File: config.mk
export PLATFORM = sky130hd
export DESIGN_NAME = presc_timeout_timer
export DESIGN_NICKNAME = d
export VERILOG_FILES = /design/src/rtl/ptt_pkg.sv /design/src/rtl/ptt_prescaler.sv /design/src/rtl/ptt_downcount.sv /design/src/rtl/presc_timeout_timer.sv
export SDC_FILE = /design/constraint.sdc
export NUM_CORES = 1
export LEC_CHECK = 0
export ABC_AREA = 1
export BUFFER_PORTS_ARGS = -buffer_cell sky130_fd_sc_hd__clkbuf_2
export CORE_ASPECT_RATIO = 0.6
export CORE_MARGIN = 4
export CORE_UTILIZATION = 32
export CTS_CLUSTER_DIAMETER = 40
export DETAILED_ROUTE_END_ITERATION = 7
export PLACE_DENSITY = 0.56
export SLEW_MARGIN = 20
export SYNTH_ARGS = -nofsm -noshare
export SYNTH_HDL_FRONTEND = slang
export SYNTH_HIERARCHICAL = 1
export SYNTH_SLANG_ARGS = --single-unit
export TNS_END_PERCENT = 5
File: constraint.sdc
create_clock -name clk_i -period 2.8 [get_ports clk_i]
set_input_delay 0.28 -clock clk_i [delete_from_list [all_inputs] [get_ports clk_i]]
set_output_delay 0.28 -clock clk_i [all_outputs]
set_load 0.01 [all_outputs]
File: src/rtl/ptt_pkg.sv
package ptt_pkg;

    typedef enum logic [2:0] {
        A_MODE   = 3'd0,
        A_PRE_LO = 3'd1,
        A_RLD_HI = 3'd2,
        A_RLD_LO = 3'd3,
        A_CNT_HI = 3'd4,
        A_CNT_LO = 3'd5,
        A_IRQ    = 3'd6,
        A_CMD    = 3'd7
    } reg_addr_e;

    localparam int unsigned AUTO_BIT  = 7;
    localparam int unsigned FLAG_BIT  = 0;
    localparam int unsigned START_BIT = 0;
    localparam int unsigned STOP_BIT  = 1;

endpackage

File: src/rtl/ptt_prescaler.sv
module ptt_prescaler #(
    parameter int unsigned LIM_W = 13
) (
    input  logic             clk_i,
    input  logic             rst_ni,
    input  logic             restart_i,
    input  logic             run_i,
    input  logic [LIM_W-1:0] limit_i,
    output logic             tick_o
);

    typedef struct packed {
        logic [LIM_W-1:0] phase;
    } pre_state_t;

    pre_state_t s_d, s_q;

    always_comb begin
        s_d    = s_q;
        tick_o = run_i && (s_q.phase >= limit_i);
        if (restart_i || !run_i || tick_o) begin
            s_d.phase = '0;
        end else begin
            s_d.phase = s_q.phase + 1'b1;
        end
    end

    always_ff @(posedge clk_i or negedge rst_ni) begin
        if (!rst_ni) begin
            s_q <= '0;
        end else begin
            s_q <= s_d;
        end
    end

endmodule

File: src/rtl/ptt_downcount.sv
module ptt_downcount #(
    parameter int unsigned CNT_W = 16
) (
    input  logic             clk_i,
    input  logic             rst_ni,
    input  logic             start_i,
    input  logic             stop_i,
    input  logic             tick_i,
    input  logic [CNT_W-1:0] reload_i,
    output logic [CNT_W-1:0] count_o,
    output logic             run_o,
    output logic             expire_o
);

    typedef struct packed {
        logic [CNT_W-1:0] cnt;
        logic             run;
    } cnt_state_t;

    cnt_state_t s_d, s_q;

    always_comb begin
        s_d      = s_q;
        expire_o = 1'b0;
        if (start_i) begin
            s_d.cnt = reload_i;
            s_d.run = 1'b1;
        end else if (stop_i) begin
            s_d.run = 1'b0;
        end else if (s_q.run && tick_i) begin
            if (s_q.cnt <= CNT_W'(1)) begin
                s_d.cnt  = '0;
                s_d.run  = 1'b0;
                expire_o = 1'b1;
            end else begin
                s_d.cnt = s_q.cnt - 1'b1;
            end
        end
    end

    always_ff @(posedge clk_i or negedge rst_ni) begin
        if (!rst_ni) begin
            s_q <= '0;
        end else begin
            s_q <= s_d;
        end
    end

    assign count_o = s_q.cnt;
    assign run_o   = s_q.run;

endmodule

File: src/rtl/presc_timeout_timer.sv
module presc_timeout_timer
    import ptt_pkg::*;
#(
    parameter int unsigned PRESC_W  = 12,
    parameter int unsigned RELOAD_W = 16
) (
    input  logic       clk_i,
    input  logic       rst_ni,
    input  logic       reg_we_i,
    input  logic [2:0] reg_addr_i,
    input  logic [7:0] reg_wdata_i,
    output logic [7:0] reg_rdata_o,
    input  logic       tx_end_i,
    output logic       irq_o
);

    localparam int unsigned LIM_W = PRESC_W + 1;

    typedef struct packed {
        logic                auto_en;
        logic [PRESC_W-1:0]  presc;
        logic [RELOAD_W-1:0] reload;
        logic                irq;
    } cfg_t;

    cfg_t r_d, r_q;

    reg_addr_e           addr;
    logic [11:0]         pre12;
    logic [15:0]         rld16;
    logic [15:0]         cnt16;
    logic                cmd_wr;
    logic                start;
    logic                stop;
    logic                tick;
    logic                expire;
    logic                run;
    logic                auto_en;
    logic [RELOAD_W-1:0] count;
    logic [RELOAD_W-1:0] reload;
    logic [LIM_W-1:0]    limit;

    always_comb begin
        addr   = reg_addr_e'(reg_addr_i);
        pre12  = 12'(r_q.presc);
        rld16  = 16'(r_q.reload);
        cnt16  = 16'(count);
        r_d    = r_q;

        if (reg_we_i) begin
            case (addr)
                A_MODE: begin
                    r_d.auto_en = reg_wdata_i[AUTO_BIT];
                    r_d.presc   = PRESC_W'({reg_wdata_i[3:0], pre12[7:0]});
                end
                A_PRE_LO: r_d.presc  = PRESC_W'({pre12[11:8], reg_wdata_i});
                A_RLD_HI: r_d.reload = RELOAD_W'({reg_wdata_i, rld16[7:0]});
                A_RLD_LO: r_d.reload = RELOAD_W'({rld16[15:8], reg_wdata_i});
                A_IRQ: begin
                    if (reg_wdata_i[FLAG_BIT]) begin
                        r_d.irq = 1'b0;
                    end
                end
                default: ;
            endcase
        end
        if (expire) begin
            r_d.irq = 1'b1;
        end

        cmd_wr = reg_we_i && (addr == A_CMD);
        start  = (cmd_wr && reg_wdata_i[START_BIT]) || (tx_end_i && r_q.auto_en);
        stop   = cmd_wr && reg_wdata_i[STOP_BIT];

        case (addr)
            A_MODE:   reg_rdata_o = {r_q.auto_en, 3'b000, pre12[11:8]};
            A_PRE_LO: reg_rdata_o = pre12[7:0];
            A_RLD_HI: reg_rdata_o = rld16[15:8];
            A_RLD_LO: reg_rdata_o = rld16[7:0];
            A_CNT_HI: reg_rdata_o = cnt16[15:8];
            A_CNT_LO: reg_rdata_o = cnt16[7:0];
            A_IRQ:    reg_rdata_o = {7'b0, r_q.irq};
            default:  reg_rdata_o = 8'h00;
        endcase
    end

    always_ff @(posedge clk_i or negedge rst_ni) begin
        if (!rst_ni) begin
            r_q <= '0;
        end else begin
            r_q <= r_d;
        end
    end

    assign limit   = {r_q.presc, 1'b0};
    assign auto_en = r_q.auto_en;
    assign reload  = r_q.reload;
    assign irq_o   = r_q.irq;

    ptt_prescaler #(
        .LIM_W(LIM_W)
    ) u_presc (
        .clk_i    (clk_i),
        .rst_ni   (rst_ni),
        .restart_i(start),
        .run_i    (run),
        .limit_i  (limit),
        .tick_o   (tick)
    );

    ptt_downcount #(
        .CNT_W(RELOAD_W)
    ) u_count (
        .clk_i   (clk_i),
        .rst_ni  (rst_ni),
        .start_i (start),
        .stop_i  (stop),
        .tick_i  (tick),
        .reload_i(reload),
        .count_o (count),
        .run_o   (run),
        .expire_o(expire)
    );

endmodule

# Word-level counts from Yosys, hierarchy flattened
# Index checks and enable logic that the tools add are counted.
[op_classes]
add_sub_neg = 2
eq_ne = 8
muxes = 18
reduce_logical = 25
n_lt_le_gt_ge = 2
bitwise = 4
[op_table]
columns = ["cell", "n"]
rows = [
  ["8-bit one-hot mux with 7 select lines", 1],
  ["17-bit two-way mux", 2],
  ["16-bit two-way mux", 2],
  ["16-bit one-hot mux with 2 select lines", 1],
  ["12-bit one-hot mux with 2 select lines", 1],
  ["16-bit by 1-bit less-or-equal comparator with 1-bit output (second input constant)", 1],
  ["16-bit by 1-bit subtractor with 16-bit output (second input constant)", 1],
  ["3-bit AND reduction", 5],
  ["13-bit by 1-bit adder with 13-bit output (second input constant)", 1],
  ["13-bit greater-or-equal comparator", 1],
  ["13-bit two-way mux", 1],
  ["3-bit == test (second input constant)", 4],
  ["1-bit two-way mux", 10],
  ["2-bit nonzero test", 4],
  ["3-bit by 2-bit == test with 1-bit output (second input constant)", 2],
  ["1-bit logical AND", 6],
  ["2-bit AND reduction", 3],
  ["3-bit nonzero test", 2],
  ["1-bit inverter", 4],
  ["3-bit by 1-bit == test with 1-bit output (second input constant)", 1],
  ["3-bit logical NOT", 1],
  ["1-bit logical OR", 3],
  ["2-bit by 1-bit inequality test with 1-bit output (second input constant)", 1],
  ["1-bit logical NOT", 1],
]
[word_totals]
input_bits = 15
word_cells = 68
register_bits = 60

# Depth between registers and ports, before layout
# Gate-level depths: netlist of the first run.
[logic_depth]
ltp_word = 8
ltp_mapped = 14
ltp_nobuf = 14

# Cells and area by module
# Netlist of the first run, hierarchy kept.
[by_module_without_submodules]
columns = ["module", "n_inst", "area_per_inst_um2", "cells_each"]
rows = [
  ["presc_timeout_timer", 1, 1813.0, 240],
  ["ptt_downcount", 1, 1251.2, 159],
  ["ptt_prescaler", 1, 1037.2, 135],
]

# Worst setup path after synthesis of the first run
# OpenSTA, ideal clock, no wires.
[synth_path]
path_type = "input-to-reg"
from = "input reg_addr_i[2]"
to = "register r_q (netlist bit irq_o)"
arrival_ns = 2.025
path_stages = 9
setup_time_ns = 0.123
t_required_ns = 2.677
setup_slack_ns = 0.652
cell_sequence = "buf_4 -> clkbuf_1 -> nand4_1 -> o21ai_0 -> buf_2 -> buf_4 -> nor4_2 -> inv_1 -> nand2_1"
[synth_via]
elab_chain_cells = 7
elab_cells_between_ends = 13
classes_between = "2 x eq/ne; 3 x mux; 8 x reduce/logical"
[synth_lines]
columns = ["item", "line_no", "source"]
rows = [
  ["start, declared", "presc_timeout_timer.sv:10", "input logic [2:0] reg_addr_i,"],
  ["3-bit == test *", "presc_timeout_timer.sv:71", "cmd_wr = reg_we_i && (addr == A_CMD);"],
  ["1-bit logical AND *", "presc_timeout_timer.sv:71", ""],
  ["1-bit logical AND *", "presc_timeout_timer.sv:72", "start = (cmd_wr && reg_wdata_i[START_BIT]) || (tx_end_i && r_q.auto_en);"],
  ["1-bit logical OR *", "presc_timeout_timer.sv:72", ""],
  ["via start", "presc_timeout_timer.sv:33", "logic start;"],
  ["1-bit two-way mux *", "ptt_downcount.sv:25", "if (start_i) begin"],
  ["via expire", "presc_timeout_timer.sv:36", "logic expire;"],
  ["2-bit nonzero test (no source line)", "n/a", ""],
  ["3-bit AND reduction (no source line)", "n/a", ""],
  ["end signal, assigned", "presc_timeout_timer.sv:91", "r_q <= r_d;"],
  ["end, declared", "presc_timeout_timer.sv:26", "cfg_t r_d, r_q;"],
]
# The timed path passes the listed nets; every way through them passes the cells marked *.
# A chain may end at the register's enable or synchronous reset.

# Worst setup path after layout of the first run
[layout_path]
from = "register r_q (netlist bit pre12[11])"
to = "register u_count.s_q (netlist bit u_count/count_o[3])"
[layout_via]
elab_chain_cells = 5
[layout_lines]
columns = ["item", "line_no", "source"]
rows = [
  ["13-bit greater-or-equal comparator", "ptt_prescaler.sv:20", "tick_o = run_i && (s_q.phase >= limit_i);"],
  ["1-bit logical AND", "ptt_prescaler.sv:20", ""],
  ["via tick", "presc_timeout_timer.sv:35", "logic tick;"],
  ["1-bit logical AND", "ptt_downcount.sv:30", "end else if (s_q.run && tick_i) begin"],
  ["2-bit nonzero test (no source line)", "n/a", ""],
  ["2-bit AND reduction (no source line)", "n/a", ""],
  ["end signal, assigned", "ptt_downcount.sv:43", "s_q <= '0;"],
  ["end signal, assigned", "ptt_downcount.sv:45", "s_q <= s_d;"],
  ["end, declared", "ptt_downcount.sv:20", "cnt_state_t s_d, s_q;"],
]
# The timed path passes the listed nets, and every way through them passes these cells.

==> impl_metrics.json, run 1 <==
{
  "track_usage": 0.171,
  "grt_pass1_vias": 3536,
  "numCtsBuffers": 9,
  "vias": 3646,
  "cap_violations": 0,
  "power.density_nw_per_um2": 801,
  "leakage_nw": 2.28,
  "synth_warnings": 6,
  "pin_count": 24,
  "vias_per_cell": 5.04,
  "drtPass1Iterations": 5,
  "ys_types": 36,
  "grt_overflow": 0,
  "path_clk_slew_ns": 0.06,
  "cts_tree": "done",
  "antenna_found_initial": 0,
  "n_antenna_cell": 0,
  "violations": "negative hold slack",
  "layout.nets": 585,
  "start_kind": "register",
  "yosys.area.top_type": "dfrtp_1",
  "rsz0062_at_grt": "false",
  "layout_min_cycle_time_ns": 2.48,
  "routabilityCongestion": 0.916,
  "die_h_um": 95.7,
  "clock_skew_ns": 0.00674,
  "crit_type": "register to register",
  "nFillCells": 1303,
  "crit_fanout": 17,
  "syn-cell-area_sq_um": 4100,
  "initial_utilization": 0.334,
  "htreeDepth": 3,
  "fmax_ghz": 0.403,
  "grt_pass1_wl_um": 19400,
  "tns_ns": 0,
  "wl_per_cell_um": 16.2,
  "required_ns": 3.07,
  "setup_viol_count_final": 0,
  "worstHoldPathType": "primary input to asynchronous set/reset pin",
  "status": "finished with violations",
  "finalPower_mw": 3.72,
  "syn_nets": 565,
  "worstPathArrival_ns": 2.76,
  "ys_seq_area_frac": 0.366,
  "slew_viol_final": 0,
  "multi_input_comb_area_sq_um": 2260,
  "cp-end-kind": "register",
  "num_rows": 31,
  "ctsHoldBuffers": 0,
  "ff_latch_area_sq_um": 1500,
  "irDropWorstVdd_uv": 309,
  "fp.dieW_um": 154,
  "syn_inst": 534,
  "synth_area_leaders": "dfrtp_1 37%, nand2_1 14%, inv_1 5.2%",
  "clk_latency_ns": 0.34,
  "synth_top_area_frac": 0.366,
  "relSlewSlack": 0.540,
  "clockBufferDepth": 2,
  "cts_resized": 0,
  "hold-worst-slack_ns": -0.0220,
  "portBuffers": 23,
  "wirelength_um": 11700,
  "clock_sinks": 60,
  "drive_gt1_frac": 0.191,
  "clockRootBuffer": "clkbuf_16",
  "core-area_sq_um": 12300,
  "cts_setup_buffers": 0,
  "fin_crit_sh": 0.887,
  "dieArea_sq_um": 14800,
  "hold_viol_final": 23,
  "ant_nets": 0,
  "grt_max_degree": 38,
  "area_growth_pct": 13.1,
  "dp_hpwl_um": 9170,
  "avgSynthCellArea_sq_um": 7.68,
  "fin_util": 0.377,
  "synth_seq_cells": 60,
  "tightest_slew_ns": 0.690,
  "drc_errors": 0,
  "drt_iter0_drc": 317
}
[layout make-up]
type                    instances  area share
multi-input cells             396       0.487
well taps                     165      0.0445
inverters                      61      0.0494
clock buffers                  10      0.0494
clock inverters                 6      0.0140
repair buffers                 26      0.0324
flip-flops and latches         60       0.324
[through the flow]
stage               setup WS, ns  instance area (sq um)  hold WS (ns)  std cells
global placement           0.431                   4340         0.354        708
global route              0.0895                   4640        0.0300        724
detailed placement         0.367                   4340         0.358        708
finish                     0.317                   4640       -0.0220        724
floorplan                  0.652                   4100       -0.0156        534
CTS                        0.349                   4640      0.000338        724
[cells in the final DEF, fill, tap and decap left out, types with 3 or more instances in the layout]
cell	instances
a21oi_1	4
a22oi_1	13
clkbuf_16	9
clkbuf_2	23
dfrtp_1	60
ha_1	16
inv_1	57
inv_2	4
nand2_1	148
nand2_2	9
nand3_1	42
nand3b_1	3
nand4_1	20
nor2_1	43
nor2_2	18
nor2_4	7
o21ai_0	15
o21ai_1	9
o21ai_2	16
xnor2_1	6
xor2_1	10
[flip-flops by register name, summed over array words and instances, names as in the netlist]
register	cells
u_count/run_o	1
irq_o	1
u_count/count_o	16
auto_en	1
reload	16
u_presc/s_q	13
pre12	12
[synth_stat cells]
master and instances:
a21o_1 2, a21oi_1 4, a21oi_4 1, a22oi_1 13, a31oi_1 1, buf_2 8
buf_4 4, buf_6 4, clkbuf_1 1, conb_1 1, dfrtp_1 60, ha_1 16
inv_1 57, inv_2 4, nand2_1 148, nand2_2 9, nand2_4 1, nand3_1 42
nand3_2 2, nand3_4 2, nand3b_1 3, nand4_1 20, nand4_2 1, nand4_4 1
nor2_1 43, nor2_2 18, nor2_4 7, nor2_8 2, nor3_1 1, nor4_2 1
o21ai_0 16, o21ai_1 9, o21ai_2 15, xnor2_1 6, xnor2_2 1, xor2_1 10
[where the power goes]
| group | leakage, nW | switching, mW | internal, mW | total (mW) |
|---|---|---|---|---|
| Sequential | 0.773 | 0.310 | 1.07 | 1.38 |
| Clock | 0.142 | 0.413 | 0.688 | 1.10 |
| Combinational | 1.37 | 0.782 | 0.450 | 1.23 |
[layer usage]
layer / global-route usage / share of wire / vias up
met4: 0.0367 / 0.010 / 0
met1: 0.263 / 0.52 / 1737
met5: 0 / 0 / -
met2: 0.223 / 0.37 / 128
li1: - / - / 1767
met3: 0.0624 / 0.097 / 14
[worst max-delay path, cell delays in order, from the launching register on]
cell	delay, ns
dfrtp_1	0.38
inv_1	0.06
ha_1	0.29
nand2_1	0.07
nor2_1	0.23
nand2_1	0.12
nor2_2	0.14
nor2_2	0.07
a31oi_1	0.15
nand2_1	0.15
nor2_4	0.18
nor2_4	0.12
inv_1	0.24
nand3_1	0.12
nand3_1	0.09
[worst paths after layout]
| check | startpoint | to | slack (ns) | cells past startpoint |
|---|---|---|---|---|
| worst max-delay path | pre12[11]$_DFFE_PN0P_ | u_count/count_o[3]$_DFFE_PN0P_ | 0.32 | 14 |
| worst min-delay path | rst_ni | u_count/count_o[12]$_DFFE_PN0P_ | -0.02 | 1 |
| worst max register to register | pre12[11]$_DFFE_PN0P_ | u_count/count_o[3]$_DFFE_PN0P_ | 0.32 | 14 |
| worst min register to register | pre12[10]$_DFFE_PN0P_ | pre12[10]$_DFFE_PN0P_ | 0.51 | 2 |
| max in group asynchronous | rst_ni | pre12[2]$_DFFE_PN0P_ | 2.17 | 2 |
| min in group clk_i | reg_wdata_i[5] | reload[13]$_DFFE_PN0P_ | 0.18 | 3 |
[logic make-up after synthesis]
logic type | synth area share
AO/OA/AOI/OAI | 0.100
XOR/XNOR | 0.0381
adder cells (fa/ha/maj) | 0.0488
buffers and inverters | 0.0848
flip-flops | 0.366
other | 0.000914
AND/OR/NAND/NOR | 0.361
Power figures use the tool's default switching activity.
==> inputs of run 2 (changes only) <==
Settings changed: PLACE_DENSITY 0.56 to 0.44.
==> run 2 against run 1 <==
The run now ends clean. Critical path depth unchanged. Fmax decreased by 0.12%. Non-clock buffer count increased by 1. Power decreased by 1.1%. Flip-flop and latch count unchanged. Clock power about the same. Hold slack improved by 0.087 ns. Cell area decreased by 0.40%. Clock-buffer cell count decreased by 1. Sequential share of layout area increased by 0.13 points. Sequential power about the same. Critical path type unchanged. Critical endpoint is now u_count/count_o[4]$_DFFE_PN0P_. Largest cell class unchanged.
==> impl_metrics.json, run 2 (synthesis results as in run 1) <==
{
  "crit_type": "register to register",
  "relSlewSlack": 0.401,
  "clockBufferDepth": 2,
  "pin_count": 24,
  "vias_per_cell": 4.99,
  "crit_cells": 14,
  "htreeDepth": 3,
  "core-area_sq_um": 12300,
  "p_int_mw": 2.20,
  "numCtsBuffers": 9,
  "grt.busiest_layer": "met1",
  "cp_slowest_cell": "dfrtp_1",
  "cp-endpoint": "u_count/count_o[4]$_DFFE_PN0P_",
  "reg2reg_from": "pre12[6]$_DFFE_PN0P_",
  "worstHoldPathType": "primary input to asynchronous set/reset pin",
  "grt_overflow": 0,
  "path_clk_slew_ns": 0.06,
  "switchingPower_mw": 1.48,
  "drive_gt1_frac": 0.192,
  "seqPwrFrac": 0.377,
  "clock_skew_ns": 0.00805,
  "vias": 3608,
  "grt_pass1_vias": 3307,
  "drt_iter0_drc": 282,
  "status": "finished clean",
  "cts_resized": 0,
  "dp_hpwl_um": 9370,
  "power_frac_clock": 0.292,
  "dieArea_sq_um": 14800,
  "layout_min_cycle_time_ns": 2.49,
  "cp_num_buf_inv": 2,
  "initial_utilization": 0.334,
  "fin_ws_ns": 0.314,
  "clockRootBuffer": "clkbuf_16",
  "drtPass1Iterations": 4,
  "fp.dieW_um": 154,
  "setup_viol_count_final": 0,
  "switching_share": 0.403,
  "area_growth_pct": 12.6,
  "drc_errors": 0,
  "pre_cts_ws_ns": 0.377,
  "worstPathCellList": "inv_1 -> ha_1 -> nand2_1 -> nor2_1 -> nand2_1 -> nor2_2 -> nor2_2 -> a31oi_1 -> nand2_1 -> nor2_4 -> nor2_4 -> inv_1 -> nand3_1 -> nand3_1",
  "nFillCells": 1285,
  "multi_input_comb_area_sq_um": 2260,
  "irDropWorstVdd_uv": 232,
  "layout.nets": 586,
  "power.density_nw_per_um2": 796,
  "worst_path_largest_cell_delay_ns": 0.40,
  "leakage_nw": 2.27,
  "regToRegEndpoint": "u_count/count_o[4]$_DFFE_PN0P_",
  "finalPower_mw": 3.68,
  "num_rows": 31,
  "grt_pass1_wl_um": 19100,
  "grt_use_met2": 0.215,
  "required_ns": 3.01,
  "grt_use_met1": 0.288,
  "cts_setup_buffers": 0,
  "fmax_ghz": 0.402,
  "hold_viol_final": 0,
  "worstPathArrival_ns": 2.70,
  "crit_fanout": 17,
  "grt_use_met3": 0.0373,
  "critPathTopFamily": "simple AND/OR/NAND/NOR gates",
  "p_comb_frac": 0.331,
  "cap_violations": 0,
  "hold-worst-slack_ns": 0.0653,
  "ant_nets": 0,
  "clock_sinks": 60,
  "final_common_cell": "nand2_1",
  "grt_max_degree": 30,
  "cp-startpoint": "pre12[6]$_DFFE_PN0P_",
  "die_h_um": 95.7,
  "routabilityCongestion": 0.870,
  "cts_tree": "done",
  "path_common_cell": "nand2_1",
  "wirelength_um": 12100,
  "cp-end-kind": "register",
  "ctsHoldBuffers": 0,
  "wl_per_cell_um": 16.7,
  "clk_latency_ns": 0.33,
  "n_antenna_cell": 0,
  "start_kind": "register",
  "antenna_found_initial": 0,
  "rsz0062_at_grt": "false",
  "reg2reg_slack_ns": 0.31,
  "track_usage": 0.171,
  "reg2reg_depth": 14,
  "portBuffers": 23,
  "tns_ns": 0,
  "slew_viol_final": 0,
  "ff_latch_area_sq_um": 1500,
  "tightest_slew_ns": 0.899,
  "layout_common_cells": "148 x nand2_1, 60 x dfrtp_1, 57 x inv_1",
  "fin_crit_sh": 0.888
}
-- run 2: metal layers --
metal	up-vias	wire length (um)
met5	-	0
met2	96	4450
met3	6	822
met1	1732	6750
li1	1774	-
met4	0	51
-- run 2: stage by stage --
stage          area (sq um)  std cells  utilization
6_report               4620        723        0.376
5_1_grt                4620        723        0.376
4_1_cts                4620        723        0.376
3_5_place_dp           4340        709        0.353
3_3_place_gp           4340        709        0.353
2_1_floorplan          4100        534            -
-- run 2: layout make-up --
| type | count | area share |
|---|---|---|
| inverter | 61 | 0.0496 |
| tap | 165 | 0.0447 |
| sequential | 60 | 0.325 |
| multi-input combinational | 396 | 0.488 |
| timing repair buffer | 27 | 0.0314 |
| clock buffer | 9 | 0.0488 |
| clock inverter | 5 | 0.0119 |
-- run 2: worst min-delay path by stage --
| stage | to | cells past startpoint | from | slack, ns |
|---|---|---|---|---|
| after floorplan | auto_en$_DFFE_PN0P_ | 0 | rst_ni | -0.02 |
| after global placement | u_count/count_o[5]$_DFFE_PN0P_ | 1 | rst_ni | 0.44 |
| after detailed placement | u_count/count_o[5]$_DFFE_PN0P_ | 1 | rst_ni | 0.44 |
| after CTS | u_count/count_o[5]$_DFFE_PN0P_ | 1 | rst_ni | 0.09 |
| after global routing | u_count/count_o[5]$_DFFE_PN0P_ | 1 | rst_ni | 0.14 |
| final | u_count/count_o[6]$_DFFE_PN0P_ | 1 | rst_ni | 0.07 |
-- run 2: power by group through the flow --
stage | logic, mW | clock network, mW | registers (mW)
after floorplan | 0.964 | 0 | 1.28
after global placement | 1.21 | 0 | 1.40
after detailed placement | 1.22 | 0 | 1.40
after CTS | 1.22 | 1.10 | 1.39
after global routing | 1.38 | 1.13 | 1.42
final | 1.22 | 1.07 | 1.39
